### config.mk
export PLATFORM = sky130hd
export DESIGN_NAME = pic_promo_ctrl
export DESIGN_NICKNAME = d
export VERILOG_FILES = /design/src/rtl/pic_pkg.sv /design/src/rtl/pic_irq_cond.sv /design/src/rtl/pic_sel_reg.sv /design/src/rtl/pic_resolver.sv /design/src/rtl/pic_gmask.sv /design/src/rtl/pic_promo_ctrl.sv
export SDC_FILE = /design/constraint.sdc
export NUM_CORES = 1
export LEC_CHECK = 0
export CAP_MARGIN = 20
export CORE_ASPECT_RATIO = 0.5
export CORE_MARGIN = 10
export CORE_UTILIZATION = 33
export CTS_BUF_LIST = sky130_fd_sc_hd__clkbuf_8
export DETAILED_ROUTE_END_ITERATION = 6
export HOLD_SLACK_MARGIN = 0.12
export SLEW_MARGIN = 5
export SYNTH_ARGS = -nofsm -noshare
export SYNTH_HDL_FRONTEND = slang
export SYNTH_HIERARCHICAL = 1
export SYNTH_SLANG_ARGS = --single-unit
### constraint.sdc
create_clock -name clk -period 3.8 [get_ports clk]
set_input_delay 0.57 -clock clk [delete_from_list [all_inputs] [get_ports clk]]
set_output_delay 0.57 -clock clk [all_outputs]
set_load 0.01 [all_outputs]
### src/rtl/pic_pkg.sv
package pic_pkg;

    typedef enum logic [0:0] {
        ST_IDLE   = 1'b0,
        ST_POSTED = 1'b1
    } pic_state_e;

    // Vector low byte of maskable source idx, counted down from the base in steps of two
    function automatic logic [7:0] vec_of(input logic [7:0] base, input int unsigned idx);
        return base - 8'(idx << 1);
    endfunction

endpackage

### src/rtl/pic_irq_cond.sv
module pic_irq_cond (
    input  logic clk,
    input  logic rst_n,
    input  logic pin_n,
    input  logic edge_mode,
    input  logic clr,
    output logic active
);
    logic prev_q;
    logic latch_q;
    logic fall;

    assign fall = prev_q & ~pin_n;

    always_ff @(posedge clk or negedge rst_n) begin
        if (!rst_n) begin
            prev_q  <= 1'b1;
            latch_q <= 1'b0;
        end else begin
            prev_q <= pin_n;
            if (edge_mode) begin
                latch_q <= fall | (latch_q & ~clr);
            end else begin
                latch_q <= 1'b0;
            end
        end
    end

    assign active = edge_mode ? latch_q : ~pin_n;
endmodule

### src/rtl/pic_sel_reg.sv
module pic_sel_reg
    import pic_pkg::*;
#(
    parameter int          NUM_SRC  = 27,
    parameter int          ID_W     = 5,
    parameter logic [7:0]  VEC_BASE = 8'hF4
) (
    input  logic            clk,
    input  logic            rst_n,
    input  logic            we,
    input  logic [7:0]      wdata,
    input  logic            i_mask,
    output logic [7:0]      sel_q,
    output logic [ID_W-1:0] promo_idx
);
    localparam logic [7:0] SEL_RST = vec_of(VEC_BASE, 1);

    logic [6:0] sel_bits;

    always_ff @(posedge clk or negedge rst_n) begin
        if (!rst_n) begin
            sel_bits <= SEL_RST[7:1];
        end else if (we && i_mask) begin
            sel_bits <= wdata[7:1];
        end
    end

    assign sel_q = {sel_bits, 1'b0};

    always_comb begin
        promo_idx = '0;
        for (int k = 1; k <= NUM_SRC; k++) begin
            if (sel_q == vec_of(VEC_BASE, k)) begin
                promo_idx = ID_W'(k);
            end
        end
    end
endmodule

### src/rtl/pic_resolver.sv
module pic_resolver
    import pic_pkg::*;
#(
    parameter int          NUM_SRC  = 27,
    parameter int          ID_W     = 5,
    parameter logic [7:0]  VEC_BASE = 8'hF4
) (
    input  logic [NUM_SRC-1:0] pend,
    input  logic               xirq_act,
    input  logic [ID_W-1:0]    promo_idx,
    output logic               win_valid,
    output logic [ID_W-1:0]    win_id,
    output logic [7:0]         win_vec
);
    logic            low_hit;
    logic [ID_W-1:0] low_id;
    logic            pro_hit;

    always_comb begin
        low_hit = 1'b0;
        low_id  = '0;
        for (int k = NUM_SRC; k >= 1; k--) begin
            if (pend[k-1]) begin
                low_hit = 1'b1;
                low_id  = ID_W'(k);
            end
        end
        pro_hit = 1'b0;
        for (int k = 1; k <= NUM_SRC; k++) begin
            if (pend[k-1] && (promo_idx == ID_W'(k))) begin
                pro_hit = 1'b1;
            end
        end
    end

    always_comb begin
        win_valid = 1'b0;
        win_id    = '0;
        win_vec   = VEC_BASE;
        if (xirq_act) begin
            win_valid = 1'b1;
            win_id    = '0;
            win_vec   = VEC_BASE;
        end else if (pro_hit) begin
            win_valid = 1'b1;
            win_id    = promo_idx;
            win_vec   = vec_of(VEC_BASE, int'(promo_idx));
        end else if (low_hit) begin
            win_valid = 1'b1;
            win_id    = low_id;
            win_vec   = vec_of(VEC_BASE, int'(low_id));
        end
    end
endmodule

### src/rtl/pic_gmask.sv
module pic_gmask (
    input  logic clk,
    input  logic rst_n,
    input  logic we,
    input  logic wr_i,
    input  logic wr_x,
    input  logic take,
    input  logic take_x,
    output logic i_q,
    output logic x_q
);
    always_ff @(posedge clk or negedge rst_n) begin
        if (!rst_n) begin
            i_q <= 1'b1;
            x_q <= 1'b1;
        end else begin
            if (take) begin
                i_q <= 1'b1;
            end else if (we) begin
                i_q <= wr_i;
            end
            if (take_x) begin
                x_q <= 1'b1;
            end else if (we) begin
                x_q <= x_q & wr_x;
            end
        end
    end
endmodule

### src/rtl/pic_promo_ctrl.sv
module pic_promo_ctrl
    import pic_pkg::*;
#(
    parameter int          NUM_SRC  = 27,
    parameter int          ID_W     = $clog2(NUM_SRC + 1),
    parameter logic [7:0]  VEC_BASE = 8'hF4
) (
    input  logic               clk,
    input  logic               rst_n,
    input  logic               irq_n,
    input  logic               irq_edge_mode,
    input  logic               xirq_n,
    input  logic [NUM_SRC-2:0] src_flag,
    input  logic [NUM_SRC-1:0] src_en,
    input  logic               mask_we,
    input  logic               mask_wr_i,
    input  logic               mask_wr_x,
    input  logic               sel_we,
    input  logic [7:0]         sel_wdata,
    input  logic               ack,
    output logic               irq_req,
    output logic [7:0]         vector_lo,
    output logic [ID_W-1:0]    src_id,
    output logic               i_mask,
    output logic               x_mask,
    output logic [7:0]         prio_sel
);
    localparam logic [ID_W-1:0] PIN_ID = ID_W'(1);

    pic_state_e state_q, state_d;

    logic               pin_active;
    logic [NUM_SRC-1:0] raw_req;
    logic [NUM_SRC-1:0] pend;
    logic [ID_W-1:0]    promo_idx;
    logic               win_valid;
    logic [ID_W-1:0]    win_id;
    logic [7:0]         win_vec;
    logic               take, take_x, clr_pin;
    logic [7:0]         vec_q;
    logic [ID_W-1:0]    id_q;

    assign take    = (state_q == ST_POSTED) && ack;
    assign take_x  = take && (id_q == '0);
    assign clr_pin = take && (id_q == PIN_ID);

    pic_irq_cond u_pin (
        .clk       (clk),
        .rst_n     (rst_n),
        .pin_n     (irq_n),
        .edge_mode (irq_edge_mode),
        .clr       (clr_pin),
        .active    (pin_active)
    );

    pic_gmask u_mask (
        .clk    (clk),
        .rst_n  (rst_n),
        .we     (mask_we),
        .wr_i   (mask_wr_i),
        .wr_x   (mask_wr_x),
        .take   (take),
        .take_x (take_x),
        .i_q    (i_mask),
        .x_q    (x_mask)
    );

    pic_sel_reg #(
        .NUM_SRC  (NUM_SRC),
        .ID_W     (ID_W),
        .VEC_BASE (VEC_BASE)
    ) u_sel (
        .clk       (clk),
        .rst_n     (rst_n),
        .we        (sel_we),
        .wdata     (sel_wdata),
        .i_mask    (i_mask),
        .sel_q     (prio_sel),
        .promo_idx (promo_idx)
    );

    assign raw_req[0] = pin_active;
    for (genvar g = 1; g < NUM_SRC; g++) begin : g_flag
        assign raw_req[g] = src_flag[g-1];
    end

    for (genvar g = 0; g < NUM_SRC; g++) begin : g_pend
        assign pend[g] = raw_req[g] & src_en[g] & ~i_mask;
    end

    pic_resolver #(
        .NUM_SRC  (NUM_SRC),
        .ID_W     (ID_W),
        .VEC_BASE (VEC_BASE)
    ) u_res (
        .pend      (pend),
        .xirq_act  (~xirq_n & ~x_mask),
        .promo_idx (promo_idx),
        .win_valid (win_valid),
        .win_id    (win_id),
        .win_vec   (win_vec)
    );

    // State register
    always_ff @(posedge clk or negedge rst_n) begin
        if (!rst_n) begin
            state_q <= ST_IDLE;
        end else begin
            state_q <= state_d;
        end
    end

    always_comb begin
        state_d = state_q;
        unique case (state_q)
            ST_IDLE:   if (win_valid) state_d = ST_POSTED;
            ST_POSTED: if (ack)       state_d = ST_IDLE;
            default:   state_d = ST_IDLE;
        endcase
    end

    // Output registers, loaded on the post transition only
    always_ff @(posedge clk or negedge rst_n) begin
        if (!rst_n) begin
            vec_q <= '0;
            id_q  <= '0;
        end else if ((state_q == ST_IDLE) && win_valid) begin
            vec_q <= win_vec;
            id_q  <= win_id;
        end
    end

    assign irq_req   = (state_q == ST_POSTED);
    assign vector_lo = vec_q;
    assign src_id    = id_q;
endmodule

==> impl_results.md <==
- Maximum number of pins on one net before global-route repair: 29
- Vias post-DR: around 2600
- Largest stage delay, worst path: ~0.62 ns
- Final setup slack of the worst path: roughly 0.19 ns
- Tightest Hold Check Type: reg2reg
- Crit path capture type: register
- Worst vdd ir: between 0.00015 and 0.0002 V
- DP HPWL: around 6500 um
- Most used cells in the layout excluding fill and tap cells: sky130_fd_sc_hd__clkdlybuf4s50_1, sky130_fd_sc_hd__nor2_1, sky130_fd_sc_hd__nand2_1
- Final setup vio count: 0
- Die Ht: 81.99 um
- Max-cap violations: 0
- Vias in the first global route: 2445
- Setup slack at placement: 0.1041 ns
- Clock-pin slew reported for the worst setup and hold paths after clock tree synthesis: around 0.10 ns
- Class of the most critical setup path: reg2reg
- Most frequent CP cell: sky130_fd_sc_hd__buf_4
- Final number of hold-violating endpoints: 0
- Iteration-0 DRC Markers: ~190
- Slew HR: 0.5186
- Remaining global-route overflow: 0
- Overall track demand over capacity in global routing: 0.1247
- Area growth from synthesis to layout: 42.62%
- Number of warnings printed during yosys synthesis: 6
- Status: finished, final reports clean
- Antenna violations before repair: 0
- CTS tree: yes
- # DRC: 0
- Setup TNS Final: 0 ns
- Ranking of synthesized cells by area: sky130_fd_sc_hd__dfrtp_1, sky130_fd_sc_hd__dfstp_2, sky130_fd_sc_hd__nor2_1, sky130_fd_sc_hd__nand2_1, sky130_fd_sc_hd__mux2_4
- Portion of the post-synthesis area used by sequential elements: 0.2506
- Count of clock tree sinks: 25
- Area used by sequential logic in the layout: roughly 640 sq um
- Mean instance size in the synthesized netlist: roughly 8.5 sq um
- Maximum buffer depth of the clock tree: 2
- Number of distinct library cell variants in the gate-level netlist after synthesis: slightly above 70
- Hold buffer count at cts: 0
- Count of nets left with antenna violations after detail routing: 0
- Number of inserted filler cells in the final layout: 704
- Post-Synth Simple-Gate Area: 0.2802
- Tightest Pin Transition: between 0.7 and 0.8 ns
- Maximum achievable frequency: approximately 280 MHz
- 1st-pass router iterations: 4
- Final slew viol count: 0
- CP bufs+invs: 4
- Cell accounting for the most synthesized area: sky130_fd_sc_hd__dfrtp_1
- Synth Area in Adders: 0.02960
- Dominant combinational cell family by area after synthesis: simple AND/OR/NAND/NOR gates
- Number of enable-type register cells in the synthesized netlist: 0
- Cell-by-cell listing of the critical path: and4b_1 > a22oi_1 > nor2_1 > buf_4 > inv_1 > ha_1 > a22o_1 > a221oi_1 > mux4_2 > a22oi_2 > buf_4 > buf_4 > a2111oi_2 > o21bai_1 > mux2_4
- Die area: around 12000 sq um
- Net count of the finished layout: 472
- Most common flop cell mapped by yosys: sky130_fd_sc_hd__dfrtp_1
- Critical path data arrival time: around 3.8 ns
- Post-synthesis cell count: between 200 and 300
- Post-synthesis instance area: between 2000 and 3000 sq um
- Cell at the root of the clock tree: sky130_fd_sc_hd__clkbuf_8
- Mux cell area share after synthesis: 0.1322
- Setup repair after global routing missed its margin: no
- Core ar.: approximately 7400 sq um
- Family with the most delay on the worst path: compound AO/OA/AOI/OAI gates
- Number of register bits inferred by synthesis: 25
- Compound-gate portion of the synthesized area: 0.2235
- Number of buffers inserted during clock tree synthesis: 3
- Power per cell area: 398.1 nW/um^2
- Total power after layout: around 1.4 mW
- Xor/xnor share of the synthesized area: 0.01727
- Final Wtd Congestion: 0.8667
- Proportion of register bits with asynchronous set or reset after synthesis: 1.000
- Net Count, Synth: approximately 380
- Leak Pwr: roughly 1.5 nW
- Yosys top cell area share: 0.1677
- PortBufs: between 90 and 100
- Post-Route Hold Slack: 0.5162 ns
- Horizontal extent of the die: about 140 um
- Wire length of the first global-routing pass: about 12000 um
- Worst-path fanout max: 11
- Clock skew after layout: slightly above 0.009 ns
- Wirelength per Cell: 15.93 um
- Fin crit share: 0.9513
- Leading cell type in the layout, fill and taps excluded: sky130_fd_sc_hd__clkdlybuf4s50_1
- Std cell rows: 22
- Fraction of layout cells with a size suffix above 1: 0.1523
- Detailed-route wire length: between 7000 and 8000 um
- Depth of the CTS H-tree: 1
- Vias per cell: around 5.3
- Diode insertion count for antenna repair: 0
- I/O pin cnt: between 90 and 100
- Final worst path period need: between 3 and 4 ns
- Latest clock arrival within the worst-skew pair: approximately 0.27 ns
- Req. time, crit path: around 4.0 ns
- Cell with the largest stage delay on the worst path: sky130_fd_sc_hd__dfstp_2
- Multi-input combinational cell area: around 1800 sq um
- Sort of element at the start of the critical path: register
- Starting utilization of the core area: 0.3425
==> state kept, by name, indices dropped and copies added (netlist names) <==
signal	count
u_pin/latch_q	1
u_sel/sel_bits	7
u_pin/prev_q	1
irq_req	1
u_mask/i_q	1
src_id	5
u_mask/x_q	1
vector_lo	8
==> synthesized netlist by cell type (2+ instances only) <==
library cell	instances
sky130_fd_sc_hd__nand2b_1	5
sky130_fd_sc_hd__conb_1	3
sky130_fd_sc_hd__a21oi_1	6
sky130_fd_sc_hd__nor3_1	9
sky130_fd_sc_hd__ha_1	6
sky130_fd_sc_hd__o211ai_1	4
sky130_fd_sc_hd__or4_1	2
sky130_fd_sc_hd__a21o_1	4
sky130_fd_sc_hd__nor2_1	51
sky130_fd_sc_hd__a22oi_1	3
sky130_fd_sc_hd__a221oi_1	3
sky130_fd_sc_hd__dfrtp_1	17
sky130_fd_sc_hd__a222oi_1	2
sky130_fd_sc_hd__and3_1	2
sky130_fd_sc_hd__mux2_1	7
sky130_fd_sc_hd__o21ai_1	2
sky130_fd_sc_hd__mux2_2	3
sky130_fd_sc_hd__nand3_1	7
sky130_fd_sc_hd__nor2b_1	7
sky130_fd_sc_hd__mux2i_1	5
sky130_fd_sc_hd__a211o_1	2
sky130_fd_sc_hd__buf_4	4
sky130_fd_sc_hd__nand2_1	41
sky130_fd_sc_hd__a211oi_2	3
sky130_fd_sc_hd__o211ai_2	2
sky130_fd_sc_hd__dfstp_2	8
sky130_fd_sc_hd__o21bai_1	4
sky130_fd_sc_hd__nor4_1	6
sky130_fd_sc_hd__inv_1	6
sky130_fd_sc_hd__mux2_4	10
sky130_fd_sc_hd__nand3b_1	4
sky130_fd_sc_hd__buf_2	5
sky130_fd_sc_hd__a211oi_1	2
sky130_fd_sc_hd__o21ai_0	6
sky130_fd_sc_hd__a22o_1	3
sky130_fd_sc_hd__and4b_1	2
sky130_fd_sc_hd__buf_6	5
sky130_fd_sc_hd__xnor2_1	4
==> kinds of logic (layout without fill, tap and decap cells) <==
group / Yosys count / count (layout)
AO/OA/AOI/OAI: 67 / 67
XOR/XNOR: 5 / 5
adder cells (fa/ha/maj): 6 / 6
buffers and inverters: 22 / 117
flip-flops: 25 / 25
multiplexers: 26 / 26
other: 3 / 3
AND/OR/NAND/NOR: 145 / 145
==> through the flow <==
stage          cells  area [sq um]    util
2_1_floorplan    299          2536       -
4_1_cts          484          3560  0.4807
5_1_grt          490          3617  0.4885
3_3_place_gp     480          3510  0.4740
6_report         490          3617  0.4885
3_5_place_dp     480          3510  0.4740
==> report_power, final <==
group,internal (mW),switching [mW]
clock network,0.0768,0.0888
logic,0.467,0.375
registers,0.354,0.0793
total,0.897,0.543
==> cell type report <==
class,count,area share
clock inverter,1,0.002421
multi-input combinational,252,0.4843
clock buffer,3,0.01141
sequential,25,0.1757
timing repair buffer,107,0.2868
tap,96,0.03321
inverter,6,0.006226
==> worst register-to-register path, stage by stage, from the launching register on <==
cell,delay [ns]
sky130_fd_sc_hd__dfstp_2,0.62
sky130_fd_sc_hd__and4b_1,0.26
sky130_fd_sc_hd__a22oi_1,0.09
sky130_fd_sc_hd__nor2_1,0.12
sky130_fd_sc_hd__buf_4,0.14
sky130_fd_sc_hd__inv_1,0.07
sky130_fd_sc_hd__ha_1,0.31
sky130_fd_sc_hd__a22o_1,0.26
sky130_fd_sc_hd__a221oi_1,0.21
sky130_fd_sc_hd__mux4_2,0.32
sky130_fd_sc_hd__a22oi_2,0.07
sky130_fd_sc_hd__buf_4,0.19
sky130_fd_sc_hd__buf_4,0.14
sky130_fd_sc_hd__a2111oi_2,0.26
sky130_fd_sc_hd__o21bai_1,0.16
sky130_fd_sc_hd__mux2_4,0.27
==> per-layer routing <==
layer | track usage | vias up | routed length [um]
li1 | - | 1274 | -
met1 | 0.1734 | 1218 | 3528
met2 | 0.1863 | 83 | 3530
met3 | 0.03627 | 4 | 690
met4 | 0.02733 | 0 | 58
met5 | 0 | - | 0
==> timing repair <==
action | 4_1_cts | 5_1_grt
resized for setup | 0 | 1
buffers inserted | 0 | 5
endpoints found under the setup margin | 0 | 9
==> path summary, 6_finish.rpt <==
path	startpoint	to	slack (ns)	cells past startpoint
setup reg to reg	u_sel/sel_bits[4]	vector_lo[6]	0.19	15
max in group asynchronous	rst_n	u_pin/prev_q	2.47	2
setup / recovery	u_sel/sel_bits[4]	vector_lo[6]	0.19	15
hold reg to reg	u_pin/prev_q	u_pin/latch_q	0.52	2
min in group asynchronous	rst_n	vector_lo[0]	0.70	1
hold / removal	u_pin/prev_q	u_pin/latch_q	0.52	2
Power figures use the tool's default switching activity.
